File: src/rtl/hb_pkg.sv
package hb_pkg;

    typedef enum logic [2:0] {
        ACC_IDLE     = 3'd0,
        ACC_STAT_RD  = 3'd1,
        ACC_DATA_RD  = 3'd2,
        ACC_PARAM_WR = 3'd3,
        ACC_CMD_WR   = 3'd4
    } acc_e;

    function automatic logic acc_is_wr(input acc_e a);
        return (a == ACC_PARAM_WR) || (a == ACC_CMD_WR);
    endfunction

    function automatic logic acc_is_rd(input acc_e a);
        return (a == ACC_STAT_RD) || (a == ACC_DATA_RD);
    endfunction

endpackage

File: src/rtl/hb_sync.sv
module hb_sync #(
    parameter int            W       = 12,
    parameter int            STAGES  = 2,
    parameter logic [W-1:0]  RST_VAL = '0
) (
    input  logic         clk,
    input  logic         rst_n,
    input  logic [W-1:0] d,
    output logic [W-1:0] q
);

    for (genvar g = 0; g < STAGES; g++) begin : g_stage
        logic [W-1:0] r_q;
        logic [W-1:0] r_d;
        if (g == 0) begin : g_first
            assign r_d = d;
        end else begin : g_next
            assign r_d = g_stage[g-1].r_q;
        end
        always_ff @(posedge clk or negedge rst_n) begin
            if (!rst_n) r_q <= RST_VAL;
            else        r_q <= r_d;
        end
    end

    assign q = g_stage[STAGES-1].r_q;

endmodule

File: src/rtl/hb_decode.sv
module hb_decode
    import hb_pkg::*;
(
    input  logic mode_sel,
    input  logic cs_n,
    input  logic a0,
    input  logic stb_a,
    input  logic stb_b,
    output acc_e acc
);

    always_comb begin
        acc = ACC_IDLE;
        if (!cs_n) begin
            if (!mode_sel) begin
                // strobe mode: stb_a = read strobe (low), stb_b = write strobe (low)
                if (!stb_a && stb_b)      acc = a0 ? ACC_DATA_RD : ACC_STAT_RD;
                else if (stb_a && !stb_b) acc = a0 ? ACC_CMD_WR  : ACC_PARAM_WR;
            end else begin
                // enable mode: stb_a = enable (high), stb_b = direction (1 read)
                if (stb_a) begin
                    if (stb_b) acc = a0 ? ACC_DATA_RD : ACC_STAT_RD;
                    else       acc = a0 ? ACC_CMD_WR  : ACC_PARAM_WR;
                end
            end
        end
    end

endmodule

File: src/rtl/hb_rddrv.sv
module hb_rddrv
    import hb_pkg::*;
#(
    parameter int DATA_W = 8
) (
    input  logic              rst_n,
    input  acc_e              acc,
    input  logic [DATA_W-1:0] status_in,
    input  logic [DATA_W-1:0] rdata_in,
    output logic              oe,
    output logic [DATA_W-1:0] dout
);

    always_comb begin
        oe   = rst_n && acc_is_rd(acc);
        dout = '0;
        if (acc == ACC_STAT_RD)      dout = status_in;
        else if (acc == ACC_DATA_RD) dout = rdata_in;
    end

endmodule

File: src/rtl/hostbus_if.sv
module hostbus_if
    import hb_pkg::*;
#(
    parameter int DATA_W      = 8,
    parameter int SYNC_STAGES = 2
) (
    input  logic              clk,
    input  logic              rst_n,
    input  logic              mode_sel,
    input  logic              cs_n,
    input  logic              a0,
    input  logic              rd_e,
    input  logic              wr_rw,
    input  logic [DATA_W-1:0] bus_in,
    output logic [DATA_W-1:0] bus_out,
    output logic              bus_oe,
    input  logic [DATA_W-1:0] status_in,
    input  logic [DATA_W-1:0] rdata_in,
    output logic              wr_valid,
    output logic              wr_is_cmd,
    output logic [DATA_W-1:0] wr_byte,
    output logic              rd_ack
);

    localparam int PIN_W = DATA_W + 4;
    localparam logic [PIN_W-1:0] PIN_IDLE = {1'b1, {(PIN_W-1){1'b0}}};

    typedef struct packed {
        acc_e              act;
        logic [DATA_W-1:0] hold;
        logic              hold_cmd;
        logic              wr_pulse;
        logic              rd_pulse;
    } state_t;

    logic [PIN_W-1:0] pins_raw, pins_s;
    acc_e             acc_raw, acc_sync;
    state_t           st_d, st_q;

    assign pins_raw = {cs_n, a0, rd_e, wr_rw, bus_in};

    hb_sync #(.W(PIN_W), .STAGES(SYNC_STAGES), .RST_VAL(PIN_IDLE)) sync_i (
        .clk   (clk),
        .rst_n (rst_n),
        .d     (pins_raw),
        .q     (pins_s)
    );

    hb_decode dec_raw_i (
        .mode_sel (mode_sel),
        .cs_n     (cs_n),
        .a0       (a0),
        .stb_a    (rd_e),
        .stb_b    (wr_rw),
        .acc      (acc_raw)
    );

    hb_decode dec_sync_i (
        .mode_sel (mode_sel),
        .cs_n     (pins_s[PIN_W-1]),
        .a0       (pins_s[PIN_W-2]),
        .stb_a    (pins_s[PIN_W-3]),
        .stb_b    (pins_s[PIN_W-4]),
        .acc      (acc_sync)
    );

    hb_rddrv #(.DATA_W(DATA_W)) rddrv_i (
        .rst_n     (rst_n),
        .acc       (acc_raw),
        .status_in (status_in),
        .rdata_in  (rdata_in),
        .oe        (bus_oe),
        .dout      (bus_out)
    );

    always_comb begin
        st_d          = st_q;
        st_d.act      = acc_sync;
        st_d.wr_pulse = acc_is_wr(st_q.act) && (acc_sync != st_q.act);
        st_d.rd_pulse = (st_q.act == ACC_DATA_RD) && (acc_sync != ACC_DATA_RD);
        if (acc_is_wr(acc_sync) && !st_d.wr_pulse) begin
            st_d.hold     = pins_s[DATA_W-1:0];
            st_d.hold_cmd = (acc_sync == ACC_CMD_WR);
        end
    end

    always_ff @(posedge clk or negedge rst_n) begin
        if (!rst_n) begin
            st_q.act      <= ACC_IDLE;
            st_q.hold     <= '0;
            st_q.hold_cmd <= 1'b0;
            st_q.wr_pulse <= 1'b0;
            st_q.rd_pulse <= 1'b0;
        end else begin
            st_q <= st_d;
        end
    end

    assign wr_valid  = st_q.wr_pulse;
    assign rd_ack    = st_q.rd_pulse;
    assign wr_is_cmd = st_q.hold_cmd;
    assign wr_byte   = st_q.hold;


    wr_one_cycle_chk: assert property (@(posedge clk) disable iff (!rst_n)
        wr_valid |=> !wr_valid);


    wr_after_write_chk: assert property (@(posedge clk) disable iff (!rst_n)
        wr_valid |-> $past(acc_is_wr(acc_sync), 2));


    wr_byte_stable_chk: assert property (@(posedge clk) disable iff (!rst_n)
        wr_valid |-> $stable(wr_byte));


    rd_ack_src_chk: assert property (@(posedge clk) disable iff (!rst_n)
        rd_ack |-> $past(acc_sync == ACC_DATA_RD, 2));


    no_drive_deselected_chk: assert property (@(posedge clk) disable iff (!rst_n)
        cs_n |-> !bus_oe);


    no_dual_pulse_chk: assert property (@(posedge clk) disable iff (!rst_n)
        !(wr_valid && rd_ack));

endmodule

File: config.mk
export PLATFORM = sky130hd
export DESIGN_NAME = hostbus_if
export DESIGN_NICKNAME = d
export VERILOG_FILES = /design/src/rtl/hb_pkg.sv /design/src/rtl/hb_sync.sv /design/src/rtl/hb_decode.sv /design/src/rtl/hb_rddrv.sv /design/src/rtl/hostbus_if.sv
export SDC_FILE = /design/constraint.sdc
export NUM_CORES = 1
export LEC_CHECK = 0
export BUFFER_PORTS_ARGS = -buffer_cell sky130_fd_sc_hd__buf_2
export CAP_MARGIN = 20
export CORE_MARGIN = 5
export CORE_UTILIZATION = 45
export CTS_CLUSTER_SIZE = 16
export DETAILED_ROUTE_END_ITERATION = 6
export PLACE_DENSITY = 0.71
export SLEW_MARGIN = 5
export SYNTH_ARGS = -nofsm -noshare
export SYNTH_HDL_FRONTEND = slang
export SYNTH_SLANG_ARGS = --single-unit
export TNS_END_PERCENT = 30
File: constraint.sdc
create_clock -name clk -period 1.8 [get_ports clk]
set_clock_uncertainty 0.1 [all_clocks]
set_input_delay 0.36 -clock clk [delete_from_list [all_inputs] [get_ports clk]]
set_output_delay 0.36 -clock clk [all_outputs]
set_load 0.1 [all_outputs]
## After elaboration in Yosys (flattened, before gate mapping)

Cells that the tools add are included.
W data, S select, Z words.

| word-level totals | value |
|---|---|
| bits in registers | 38 |
| input bits | 31 |
| word-level logic and storage cells | 50 |

| operators by class | value |
|---|---|
| reduce and logical (&&, ||, !) cells | 16 |
| muxes and demuxes | 18 |
| equality and inequality tests | 9 |

Operators with widths:

| operator | count |
|---|---|
| $mux W3 | 14 |
| $mux W8 | 2 |
| $eq A3 B2 Y1 const B | 4 |
| $logic_and A1 B1 Y1 | 8 |
| $eq A3 B3 Y1 const B | 2 |
| $logic_not A1 Y1 | 5 |
| $mux W2 | 2 |
| $eq A3 B1 Y1 const B | 1 |
| $logic_or A1 B1 Y1 | 3 |
| $ne A3 B2 Y1 const B | 1 |
| $ne A3 B3 Y1 | 1 |

## Longest topological paths before layout

| logic depth | value |
|---|---|
| depth after elaboration | 10 |
| gate-level depth with buffers | 7 |

## By module

From an unflattened synthesis, not the netlist that was laid out.

| unflattened totals | value |
|---|---|
| cell total of the unflattened synthesis | 125 |
| area, all modules | 1611.5 µm² |

Modules (own cells, without submodules):

| module | area an instance (µm²) | seq. area each (µm²) | instances | cells each |
|---|---|---|---|---|
| hostbus_if | 615.6 | 350.3 | 1 | 46 |
| hb_sync | 603.1 | 603.1 | 1 | 24 |
| hb_rddrv | 207.7 | 0.0 | 1 | 29 |
| hb_decode | 92.6 | 0.0 | 2 | 13 |

## Worst setup path before layout

OpenSTA, ideal clock, no wires.

| timing | value |
|---|---|
| path type | input port to output port |
| from | in wr_rw |
| to | out bus_out[0] |
| arrival time | 2.165 ns |
| path slack | -0.825 ns |
| cell stages on the path | 5 |
| buffers on the path | 0 |
| required time | 1.340 ns |
| path through | inv_1 > ha_1 > a22o_1 > a2111oi_4 > a22o_1 |

| on the way | value |
|---|---|
| word-level cells in the longest chain between the ends | 9 |

RTL lines:

| what | RTL line | source |
|---|---|---|
| start: declaration | hostbus_if.sv:13 | `input logic wr_rw,` |
| $logic_not A1 Y1 | hb_decode.sv:18 | `else if (stb_a && !stb_b) acc = a0 ? ACC_CMD_WR : ACC_PARAM_WR;` |
| $logic_and A1 B1 Y1 | hb_decode.sv:18 |  |
| $mux W3 | hb_decode.sv:18 |  |
| $mux W3 | hb_decode.sv:17 | `if (!stb_a && stb_b) acc = a0 ? ACC_DATA_RD : ACC_STAT_RD;` |
| $mux W3 * | hb_decode.sv:15 | `if (!mode_sel) begin` |
| $mux W3 * | hb_decode.sv:14 | `if (!cs_n) begin` |
| $eq A3 B2 Y1 | hb_rddrv.sv:18 | `else if (acc == ACC_DATA_RD) dout = rdata_in;` |
| $mux W8 | hb_rddrv.sv:18 |  |
| $mux W8 * | hb_rddrv.sv:17 | `if (acc == ACC_STAT_RD) dout = status_in;` |
| end: declaration | hostbus_if.sv:15 | `output logic [DATA_W-1:0] bus_out,` |

Mark *: on every way between the ends. The rest lies on a longest branch, timed or not.

## Worst setup path after layout

| timing | value |
|---|---|
| from | in wr_rw |
| to | out bus_out[2] |

Same word-level chain as after synthesis.

==> impl_metrics.yaml <==
power:
  p_switching_uw: 1050
  irDropWorstVdd_uv: 472
  p_clk_frac: 0.234
  comb_power_share: 0.373
  p_sw_frac: 0.415
  seqPwrFrac: 0.393
  p_int_uw: 1480
  power_leakage_uw: 0.00112
  power_density_mw_per_mm2: 1030
placed_design:
  hpwl_um: 2940
  place.gp.congestion: 0.823
  preCtsSetupSlack_ps: -688
  io_buffers: 50
synthesis:
  synth_cells: 143
  synth_area_per_cell_um2: 11.9
  ys_seq_area_frac: 0.561
  ys.flop_type: "dfrtp_1"
  syn_area_mm2: 0.00170
  synthArstFlopShare: 1.00
  ys_types: 36
  synth_edf_count: 0
  synth_seq_cells: 38
  synth_nets: 176
  yosysWarningCount: 0
drt:
  ant_nets: 0
  remaining_drc_errors: 0
  routedWlPerCell_um: 15.2
  routed_wl_um: 3890
  drtIter0Drc: 87
  firstDrtPassIters: 4
  via_per_inst: 5.34
  vias: 1361
floorplanning:
  die_y_um: 71.4
  io_pins: 51
  core_area_mm2: 0.00366
  die_w_um: 71.4
  rows: 22
  start_util: 0.464
  dieArea_mm2: 0.00510
sta:
  setup_violations: 16
  worstMarginPinSlew_ps: 491
  post-route-period-util: 1.23
  hold_violations: 0
  relSlewSlack: 0.675
  rsz0062_at_grt: "true"
  fmax_ghz: 0.451
  fin_crit_ps: 2220
  setup_slack_ps: -420
  drv_slew: 0
global_routing:
  grtUsageMet1: 0.196
  grt_pass1_vias: 1437
  grt_max_degree: 39
  globalRouteOverflowTotal: 0
  antenna_found_initial: 0
  grt_use_total: 0.173
  grt_use_met3: 0.0715
  use_met2: 0.282
  grt_pass1_wl_um: 6890
  top_usage_layer: "met2"
clock_tree:
  cts_tree: "done"
  clkLatencyLatePin_ps: 280
  clock_sinks: 38
  cts_max_level: 2
  cts_root_buf: "clkbuf_8"
  clockBufferDepth: 2
  numCtsBuffers: 5
  clk_pin_slew_ps: 80
  ctsHoldBuffers: 0
final_layout:
  fin_util: 0.671
  n_antenna_cell: 0
  num-nets-final: 239
  layout-drive-gt1-share: 0.478
  syn_to_final_growth_pct: 44.5
hold_path:
  hold_class: "primary input to asynchronous set/reset pin"
critical_path:
  cp_max_fo: 4
  worstSetupStartpointType: "primary input"
  crit_buf_inv: 4
  worst-setup-path-type: "primary input to primary output"
  critPathTopFamily: "compound AO/OA/AOI/OAI gates"
  slowest_stage: "a2111oi_4"
  crit_required_ps: 1340
  cp.arrival_ps: 1760
  crit_top_cell: "a22o_4"
  cp_cell_sequence: "buf_8 > inv_4 > ha_4 > a22o_4 > a2111oi_4 > buf_4 > a22o_4 > buf_12"
  cp-end-kind: "primary output"
  critical_path.max_stage_delay_ps: 360
status:
  violations: "negative setup slack"
  outcome: "complete, but fails checks"
flow_run:
  drv_cap: 0
stage by stage:
step / hold slack, ps / setup TNS, ps / area [um2] / std cells / total power (uW)
2_1_floorplan: -35.6 / -5110 / 1830 / 143 / 1800
3_3_place_gp: 231 / -8720 / 2300 / 245 / 1920
3_5_place_dp: 235 / -9650 / 2300 / 245 / 1940
4_1_cts: 63.7 / -3650 / 2450 / 255 / 2550
5_1_grt: 55.0 / -5030 / 2450 / 255 / 2640
6_report: 66.6 / -3710 / 2450 / 255 / 2520
power by group through the flow:
| stage | clock, uW | combinational, uW | sequential (uW) |
|---|---|---|---|
| 2_1_floorplan | 0 | 732 | 1070 |
| 3_3_place_gp | 0 | 919 | 1000 |
| 3_5_place_dp | 0 | 929 | 1010 |
| 4_1_cts | 611 | 944 | 994 |
| 5_1_grt | 648 | 983 | 1010 |
| 6_report | 591 | 941 | 992 |
sequential cells by signal (all words and copies together), names as in the netlist:
register / cells
sync_i.g_stage.r_q: 12
sync_i.q: 12
wr_byte: 8
st_q: 3
rd_ack: 1
wr_is_cmd: 1
wr_valid: 1
cells by family after synthesis:
group | Yosys count | share of synthesized area
AND/OR/NAND/NOR | 44 | 0.161
flip-flops | 38 | 0.561
AO/OA/AOI/OAI | 40 | 0.190
adder cells (fa/ha/maj) | 2 | 0.0147
XOR/XNOR | 2 | 0.0103
buffers and inverters | 17 | 0.0633
cells in the mapped netlist, types with 2 or more instances:
cell / n / area, um2
nor2b_1: 9 / 56.3
xnor2_1: 2 / 17.5
dfrtp_1: 36 / 901
nand3_1: 10 / 50.1
nand2_1: 2 / 7.51
a21oi_1: 2 / 10.0
ha_1: 2 / 25.0
o22ai_1: 2 / 12.5
a22o_1: 9 / 78.8
o21ai_0: 10 / 50.1
buf_4: 9 / 67.6
nor3b_1: 3 / 22.5
buf_2: 2 / 10.0
nand4_1: 8 / 50.1
inv_1: 4 / 15.0
o211ai_1: 9 / 67.6
and3_1: 2 / 12.5
dfstp_2: 2 / 52.6
nor2_1: 3 / 11.3
worst paths after layout:
kind	endpoint	slack [ps]	start	depth (start not counted)
max reg2reg	wr_byte[1]	-20	sync_i.q[8]	5
max in group asynchronous	sync_i.g_stage[0].r_q[11]	1180	rst_n	2
min in group clk	sync_i.g_stage[0].r_q[6]	80	bus_in[6]	1
min reg2reg	sync_i.q[6]	240	sync_i.g_stage[0].r_q[6]	0
min	wr_byte[7]	70	rst_n	2
max	bus_out[2]	-420	wr_rw	8
what timing repair did:
| action | CTS | global route |
|---|---|---|
| pin swaps | 10 | 2 |
| gates cloned | 1 | 0 |
| gates resized for setup | 10 | 1 |
| setup buffers | 1 | 0 |
| endpoints found under the hold margin | 0 | 0 |
| endpoints found under the setup margin | 19 | 20 |
cells in the final DEF, fill, tap and decap left out, drive strengths merged, types with 4 or more instances in the layout:
| cell | instances |
|---|---|
| buf | 69 |
| dfrtp | 36 |
| nand3 | 10 |
| o21ai | 10 |
| a22o | 9 |
| nor2b | 9 |
| o211ai | 9 |
| nand4 | 8 |
| clkbuf | 6 |
| inv | 4 |
cell type report:
type | count | area, um2
repair buffers | 69 | 568
multi-input cells | 88 | 761
flip-flops and latches | 38 | 953
clock buffers | 6 | 82.6
fillers | 266 | 1210
well taps | 48 | 60.1
clock inverters | 2 | 12.5
inverters | 4 | 17.5
worst reg2reg max path, stage by stage (launching register included):
cell      delay, ps
dfrtp_1         400
or4b_4          570
a31oi_4         180
and4b_1         220
buf_6           140
o211ai_1        100
per-layer routing:
metal | vias up | share of wire
met2 | 68 | 0.50
met4 | 0 | 0.015
li1 | 652 | -
met5 | - | 0
met1 | 635 | 0.38
met3 | 6 | 0.098
No activity file was read; power rests on OpenSTA's default activity.
